**config.mk**
```make
export PLATFORM = sky130hd
export DESIGN_NAME = rtc_core
export DESIGN_NICKNAME = d
export VERILOG_FILES = /design/src/rtl/rtc_pkg.sv /design/src/rtl/rtc_prescaler.sv /design/src/rtl/rtc_timebase.sv /design/src/rtl/rtc_readport.sv /design/src/rtl/rtc_core.sv
export SDC_FILE = /design/constraint.sdc
export NUM_CORES = 1
export LEC_CHECK = 0
export BUFFER_PORTS_ARGS = -buffer_cell sky130_fd_sc_hd__buf_2
export CAP_MARGIN = 20
export CORE_MARGIN = 2
export CORE_UTILIZATION = 56
export DETAILED_ROUTE_END_ITERATION = 7
export HOLD_SLACK_MARGIN = 0.02
export PLACE_DENSITY = 0.78
export RECOVER_POWER = 50
export SLEW_MARGIN = 20
export SYNTH_ARGS = -nofsm -noshare
export SYNTH_HDL_FRONTEND = slang
export SYNTH_SLANG_ARGS = --single-unit
```
**constraint.sdc**
```tcl
create_clock -name clk -period 2.25 [get_ports clk]
set_input_delay 0.225 -clock clk [delete_from_list [all_inputs] [get_ports clk]]
set_output_delay 0.225 -clock clk [all_outputs]
set_load 0.01 [all_outputs]
```
**src/rtl/rtc_pkg.sv**
```systemverilog
// Shared types and BCD helpers for the timekeeper core.
// Assumes all time fields hold valid BCD when written by software.
package rtc_pkg;

    typedef struct packed {
        logic       stop;
        logic [6:0] sec;
        logic [6:0] min;
        logic       ceb;
        logic       cb;
        logic [5:0] hr;
        logic [2:0] dow;
        logic [5:0] date;
        logic [4:0] mon;
        logic [7:0] yr;
    } rtc_time_t;

    localparam logic [2:0] REG_SEC  = 3'd0;
    localparam logic [2:0] REG_MIN  = 3'd1;
    localparam logic [2:0] REG_HR   = 3'd2;
    localparam logic [2:0] REG_DOW  = 3'd3;
    localparam logic [2:0] REG_DATE = 3'd4;
    localparam logic [2:0] REG_MON  = 3'd5;
    localparam logic [2:0] REG_YR   = 3'd6;
    localparam logic [2:0] REG_CTL  = 3'd7;

    localparam rtc_time_t TIME_RST = '{stop: 1'b0, sec: 7'h00, min: 7'h00,
                                       ceb: 1'b0, cb: 1'b0, hr: 6'h00,
                                       dow: 3'd1, date: 6'h01, mon: 5'h01,
                                       yr: 8'h00};

    // Two-digit BCD increment (no wrap handling; caller decides wrap).
    function automatic logic [7:0] bcd_next(input logic [7:0] v);
        if (v[3:0] >= 4'd9) return {v[7:4] + 4'd1, 4'd0};
        else                return {v[7:4], v[3:0] + 4'd1};
    endfunction

    // BCD year divisible by four: even tens with 0/4/8, odd tens with 2/6.
    function automatic logic is_leap(input logic [7:0] yr);
        if (yr[4]) return (yr[3:0] == 4'd2) || (yr[3:0] == 4'd6);
        else       return (yr[3:0] == 4'd0) || (yr[3:0] == 4'd4) || (yr[3:0] == 4'd8);
    endfunction

    // Last valid date of a month, in BCD.
    function automatic logic [5:0] last_date(input logic [4:0] mon, input logic [7:0] yr);
        case (mon)
            5'h02:                      return is_leap(yr) ? 6'h29 : 6'h28;
            5'h04, 5'h06, 5'h09, 5'h11: return 6'h30;
            default:                    return 6'h31;
        endcase
    endfunction

    // Byte image of one time register; unused bits read zero.
    function automatic logic [7:0] time_byte(input rtc_time_t t, input logic [2:0] a);
        case (a)
            REG_SEC:  return {t.stop, t.sec};
            REG_MIN:  return {1'b0, t.min};
            REG_HR:   return {t.ceb, t.cb, t.hr};
            REG_DOW:  return {5'b0, t.dow};
            REG_DATE: return {2'b0, t.date};
            REG_MON:  return {3'b0, t.mon};
            REG_YR:   return t.yr;
            default:  return 8'h00;
        endcase
    endfunction

endpackage

```
**src/rtl/rtc_prescaler.sv**
```systemverilog
// Divides the oscillator tick enable into a one-second pulse and a
// 1/1024-second toggling square wave. Holds both counters while run is low;
// restart clears both counters and suppresses the pulse in that cycle.
// Assumes TICKS_PER_SEC is a multiple of 1024 for an exact 512 Hz output.
module rtc_prescaler #(
    parameter int TICKS_PER_SEC = 32768
) (
    input  logic clk,
    input  logic rst_n,
    input  logic tick_en,
    input  logic run,
    input  logic restart,
    output logic sec_pulse,
    output logic sq_out
);
    localparam int HALF = (TICKS_PER_SEC >= 1024) ? TICKS_PER_SEC / 1024 : 1;
    localparam int CW   = (TICKS_PER_SEC > 1) ? $clog2(TICKS_PER_SEC) : 1;
    localparam int HW   = (HALF > 1) ? $clog2(HALF) : 1;

    logic [CW-1:0] cnt;
    logic [HW-1:0] hcnt;
    logic          adv;
    logic          sec_wrap;
    logic          half_wrap;

    assign adv       = tick_en && run && !restart;
    assign sec_wrap  = (cnt == CW'(TICKS_PER_SEC - 1));
    assign half_wrap = (hcnt == HW'(HALF - 1));
    assign sec_pulse = adv && sec_wrap;

    // Second counter: counts qualified ticks, wraps once per second.
    always_ff @(posedge clk) begin
        if (!rst_n || restart) cnt <= '0;
        else if (adv)          cnt <= sec_wrap ? '0 : cnt + 1'b1;
    end

    // Half-period counter and square wave for the test output.
    always_ff @(posedge clk) begin
        if (!rst_n) begin
            hcnt   <= '0;
            sq_out <= 1'b0;
        end else if (restart) begin
            hcnt   <= '0;
        end else if (adv) begin
            hcnt <= half_wrap ? '0 : hcnt + 1'b1;
            if (half_wrap) sq_out <= ~sq_out;
        end
    end
endmodule

```
**src/rtl/rtc_timebase.sv**
```systemverilog
// Time and calendar register file. Advances all BCD fields by one second on
// sec_pulse and applies software writes afterwards, so a written field wins
// over the advance in the same cycle. Also holds the two control bits.
// Assumes sec_pulse is already suppressed when the seconds register is written.
module rtc_timebase
    import rtc_pkg::*;
(
    input  logic            clk,
    input  logic            rst_n,
    input  logic            sec_pulse,
    input  logic            wr_en,
    input  logic [2:0]      addr,
    input  logic [7:0]      wdata,
    output rtc_time_t       cur,
    output logic            ctl_level,
    output logic            ctl_test
);
    rtc_time_t  nxt;
    logic [7:0] inc_sec, inc_min, inc_hr, inc_date, inc_mon, inc_yr;

    assign inc_sec  = bcd_next({1'b0, cur.sec});
    assign inc_min  = bcd_next({1'b0, cur.min});
    assign inc_hr   = bcd_next({2'b0, cur.hr});
    assign inc_date = bcd_next({2'b0, cur.date});
    assign inc_mon  = bcd_next({3'b0, cur.mon});
    assign inc_yr   = bcd_next(cur.yr);

    // Next-state: carry chain from seconds to century, then write override.
    always_comb begin
        nxt = cur;
        if (sec_pulse) begin
            if (cur.sec != 7'h59) nxt.sec = inc_sec[6:0];
            else begin
                nxt.sec = 7'h00;
                if (cur.min != 7'h59) nxt.min = inc_min[6:0];
                else begin
                    nxt.min = 7'h00;
                    if (cur.hr != 6'h23) nxt.hr = inc_hr[5:0];
                    else begin
                        nxt.hr  = 6'h00;
                        nxt.dow = (cur.dow >= 3'd7) ? 3'd1 : cur.dow + 3'd1;
                        if (cur.date != last_date(cur.mon, cur.yr)) nxt.date = inc_date[5:0];
                        else begin
                            nxt.date = 6'h01;
                            if (cur.mon != 5'h12) nxt.mon = inc_mon[4:0];
                            else begin
                                nxt.mon = 5'h01;
                                if (cur.yr != 8'h99) nxt.yr = inc_yr;
                                else begin
                                    nxt.yr = 8'h00;
                                    if (cur.ceb) nxt.cb = ~cur.cb;
                                end
                            end
                        end
                    end
                end
            end
        end
        if (wr_en) begin
            case (addr)
                REG_SEC:  begin nxt.stop = wdata[7]; nxt.sec = wdata[6:0]; end
                REG_MIN:  nxt.min  = wdata[6:0];
                REG_HR:   begin nxt.ceb = wdata[7]; nxt.cb = wdata[6]; nxt.hr = wdata[5:0]; end
                REG_DOW:  nxt.dow  = wdata[2:0];
                REG_DATE: nxt.date = wdata[5:0];
                REG_MON:  nxt.mon  = wdata[4:0];
                REG_YR:   nxt.yr   = wdata;
                default:  ;
            endcase
        end
    end

    // Time register update.
    always_ff @(posedge clk) begin
        if (!rst_n) cur <= TIME_RST;
        else        cur <= nxt;
    end

    // Control bits: level defaults high, test output off.
    always_ff @(posedge clk) begin
        if (!rst_n) begin
            ctl_level <= 1'b1;
            ctl_test  <= 1'b0;
        end else if (wr_en && addr == REG_CTL) begin
            ctl_level <= wdata[7];
            ctl_test  <= wdata[6];
        end
    end
endmodule

```
**src/rtl/rtc_readport.sv**
```systemverilog
// Registered read path with a coherent snapshot. A seconds read copies all
// time fields into a shadow; other time addresses read the shadow, the
// control address reads live. Assumes software reads seconds first.
module rtc_readport
    import rtc_pkg::*;
(
    input  logic       clk,
    input  logic       rst_n,
    input  logic       rd_en,
    input  logic [2:0] addr,
    input  rtc_time_t  cur,
    input  logic [7:0] ctl_byte,
    output logic [7:0] rdata
);
    rtc_time_t shadow;

    // Snapshot capture and read data register.
    always_ff @(posedge clk) begin
        if (!rst_n) begin
            shadow <= TIME_RST;
            rdata  <= 8'h00;
        end else if (rd_en) begin
            if (addr == REG_SEC) begin
                shadow <= cur;
                rdata  <= time_byte(cur, REG_SEC);
            end else if (addr == REG_CTL) begin
                rdata  <= ctl_byte;
            end else begin
                rdata  <= time_byte(shadow, addr);
            end
        end
    end
endmodule

```
**src/rtl/rtc_core.sv**
```systemverilog
// Timekeeper core top: prescaler, time/calendar register file, snapshot read
// port and the output pin select. Assumes tick_en is a single-cycle enable
// synchronous to clk at the oscillator rate.
module rtc_core
    import rtc_pkg::*;
#(
    parameter int TICKS_PER_SEC = 32768
) (
    input  logic       clk,
    input  logic       rst_n,
    input  logic       tick_en,
    input  logic       wr_en,
    input  logic       rd_en,
    input  logic [2:0] addr,
    input  logic [7:0] wdata,
    output logic [7:0] rdata,
    output logic       ftest_out
);
    rtc_time_t live_q;
    logic      sec_pulse;
    logic      sq;
    logic      restart;
    logic      ctl_level;
    logic      ctl_test;

    assign restart = wr_en && (addr == REG_SEC);

    rtc_prescaler #(.TICKS_PER_SEC(TICKS_PER_SEC)) u_presc (
        .clk       (clk),
        .rst_n     (rst_n),
        .tick_en   (tick_en),
        .run       (!live_q.stop),
        .restart   (restart),
        .sec_pulse (sec_pulse),
        .sq_out    (sq)
    );

    rtc_timebase u_time (
        .clk       (clk),
        .rst_n     (rst_n),
        .sec_pulse (sec_pulse),
        .wr_en     (wr_en),
        .addr      (addr),
        .wdata     (wdata),
        .cur       (live_q),
        .ctl_level (ctl_level),
        .ctl_test  (ctl_test)
    );

    rtc_readport u_rd (
        .clk      (clk),
        .rst_n    (rst_n),
        .rd_en    (rd_en),
        .addr     (addr),
        .cur      (live_q),
        .ctl_byte ({ctl_level, ctl_test, 6'b0}),
        .rdata    (rdata)
    );

    // Output pin: square wave in test mode, otherwise the static level bit.
    assign ftest_out = ctl_test ? sq : ctl_level;
endmodule

```
==> reports/qor.csv <==
metric;value;unit
outcome;finished, violations left;
violated checks;negative setup slack;
final worst slack;-54.3;ps
Comb power frac;0.079;
prevailing post-synth register cell;dfxtp_1;
port bufs;24;
final instance area;7790;um^2
LEAKAGE;2.96;nW
drt pass-1 iters;5;
fill count;784;
post-synth top area share;0.365;
clk buf depth;2;
Max Clk Rate;434;MHz
post-synthesis register bit count;113;
DP Wirelength;13200;um
final antenna-violating net count;0;
clk root buf;clkbuf_8;
clock latency on the worst-skew pair;540;ps
Final Cycle Share;1.02;
Die Wd;109;um
CTS Buf Count;17;
fraction of registers with async set/reset;0;
antenna cell count;0;
share of layout cells above drive strength 1;0.227;
GRT Util Overall;0.333;
CP top delay family;compound AO/OA/AOI/OAI gates;
initial antenna violation count;0;
vias per cell;6.24;
Sw Ratio;0.242;
number of global-route vias before repair;6107;
sequential-to-total area share from yosys stat;0.365;
Area contributors post-synth;dfxtp_1, nand2_1, ha_1;
GRT overflow;0;
P&R area growth vs syn;25.9;%
# DRC;0;
full die area;11900;um^2
Final #Nets;913;
largest net degree at the start of global routing;42;
startpoint types;flop;
Synth Net Count;814;
Hold Vio Cnt, Final;0;
Initial Util;0.573;
Worst Path Arrival;2700;ps
skew final;7.93;ps
Cell Area, Placed;6950;um^2
vias;6342;
DRT iter0 DRCs;659;
Synth Cell Area;6190;um^2
core area;10800;um^2
max cap viols;0;
pins over their slew limit;0;
Tmin final;2300;ps
clock share of power;0.514;
HP Class;primary input to flop;
worst path bufs/invs;2;
crit path cell chain;inv_4, ha_4, nor4b_4, o211ai_1, a21oi_2, o211ai_2, buf_6, nor3_1, o32ai_1;
Cells after Synth;764;
actual slew at the worst max-slew pin;855;ps
crit-path max FO;10;
Die Y;109;um
RSZ-0062 raised after global routing;yes;
Routed WL;19200;um
H-tree Lvls;4;
RePlAce Congestion;0.938;
IO Pins;25;
first-pass GRT wire length;30100;um
Critical Path Sink Type;flop;
area leader, netlist;dfxtp_1;
pwr/cell area;658;nW/um^2
CP peak stage delay;330;ps
EDFF count, synth;0;
Cell Rows;38;
Setup TNS Final;-385;ps
Reg power frac;0.407;
critical path class;flop to flop;
peak supply drop;0.557;mV
CTS tree;built;
syn_area_per_cell;8.10;um^2
Ys Warns;0;
Distinct cells, synth;78;
final setup fails;11;
Slew headroom;0.430;
Critical-path top delay cell;dfxtp_2;
Power Internal;0.00389;W
clock-pin slew on the worst setup and hold paths;60;ps
Sink Count;113;
switching power;0.00124;W
Routed WL per cell;18.9;um
CP required;2640;ps
power by group through the flow:
stage,clock (W),sequential (W),combinational [W]
5_1_grt,0.00273,0.00209,0.000437
6_report,0.00263,0.00209,0.000405
3_5_place_dp,0,0.00212,0.000379
4_1_cts,0.00264,0.00208,0.000394
2_1_floorplan,0,0.00212,0.000231
3_3_place_gp,0,0.00212,0.000364
worst paths after layout:
| path | start | end | slack (ps) | cells after the start |
|---|---|---|---|---|
| hold reg to reg | u_rd.shadow[6]$_SDFFE_PN0P_ | u_rd.shadow[6]$_SDFFE_PN0P_ | 460 | 2 |
| setup reg to reg | u_time.cur[8]$_SDFF_PN1_ | u_time.cur[17]$_SDFF_PN0_ | -50 | 9 |
| hold / removal | wdata[6] | u_time.ctl_test$_SDFFE_PN0P_ | 40 | 3 |
| setup / recovery | u_time.cur[8]$_SDFF_PN1_ | u_time.cur[17]$_SDFF_PN0_ | -50 | 9 |
metrics by stage:
step	total power, W	hold WS, ps	utilization	std cells	setup slack (ps)
3_3_place_gp	0.00248	441	0.644	970	35.4
3_5_place_dp	0.00250	448	0.644	970	-100
6_report	0.00512	42.1	0.722	1016	-54.3
4_1_cts	0.00511	30.8	0.715	1013	-28.0
2_1_floorplan	0.00235	361	-	764	11.3
5_1_grt	0.00525	32.0	0.722	1016	-220
final cells by class:
type / instances / area [um^2] / share of cell area
Clock buffer: 24 / 480 / 0.0617
Clock inverter: 8 / 103 / 0.0132
Inverter: 26 / 100 / 0.0128
Multi-Input combinational cell: 585 / 3820 / 0.491
Sequential cell: 113 / 2270 / 0.291
Tap cell: 140 / 175 / 0.0225
Timing Repair Buffer: 120 / 838 / 0.108
registers in the layout (all words and copies together), names as in the netlist:
name	cells
u_presc.hcnt	5
u_time.ctl_test	1
u_presc.sq_out	1
u_time.ctl_level	1
u_rd.shadow	37
u_presc.cnt	15
u_time.cur	45
u_rd.rdata	8
cell usage after synthesis (5+ instances only):
library cell and number:
a31oi_1 16, nand2_1 126, mux2_2 9, o211ai_1 5, nor3_1 13, clkbuf_1 30, nand4_1 11, a21oi_1 67
and3_1 7, xor2_1 12, nand3_1 35, xnor2_1 6, buf_2 5, a222oi_1 6, or3_1 9, inv_1 24
ha_1 34, o22ai_1 9, nor2b_1 8, mux2i_1 11, o21ai_0 41, nor2_1 64, dfxtp_1 113
timing repair:
item / in CTS / in global routing
setup endpoints to repair: 15 / 25
endpoints found under the hold margin: 4 / 0
buffers inserted: 8 / 3
gates resized for setup: 21 / 22
hold buffers: 3 / 0
pin swaps: 16 / 14
cells by family after synthesis:
group,synth area share
AO/OA/AOI/OAI,0.195
XOR/XNOR,0.0255
adder cells (fa/ha/maj),0.0687
buffers and inverters,0.0447
flip-flops,0.365
multiplexers,0.0342
AND/OR/NAND/NOR,0.266
metal layers:
layer,part of all wire,global-route usage
met2,0.46,0.531
met3,0.083,0.0753
met4,0.057,0.213
met5,0,0
met1,0.40,0.405
worst register-to-register path, delay by kind of cell (launching register included):
kind,cells,cell delay (ps)
AND/OR/NAND/NOR,2,600
flip-flops,1,330
AO/OA/AOI/OAI,4,840
adder cells (fa/ha/maj),1,130
buffers and inverters,2,250
cells in the final DEF, fill, tap and decap left out, drive strengths merged, types with 11 or more instances in the layout:
cell type  synthesis  final
a21oi             67     67
nand4             11     11
clkbuf            30     37
buf               10    104
dfxtp            113    113
nand2            126    126
nor2              64     64
nand3             36     36
o21ai             41     41
a31oi             16     16
mux2i             11     11
inv               25     25
nor3              15     15
ha                34     34
xor2              12     12
Power figures use the tool's default switching activity.
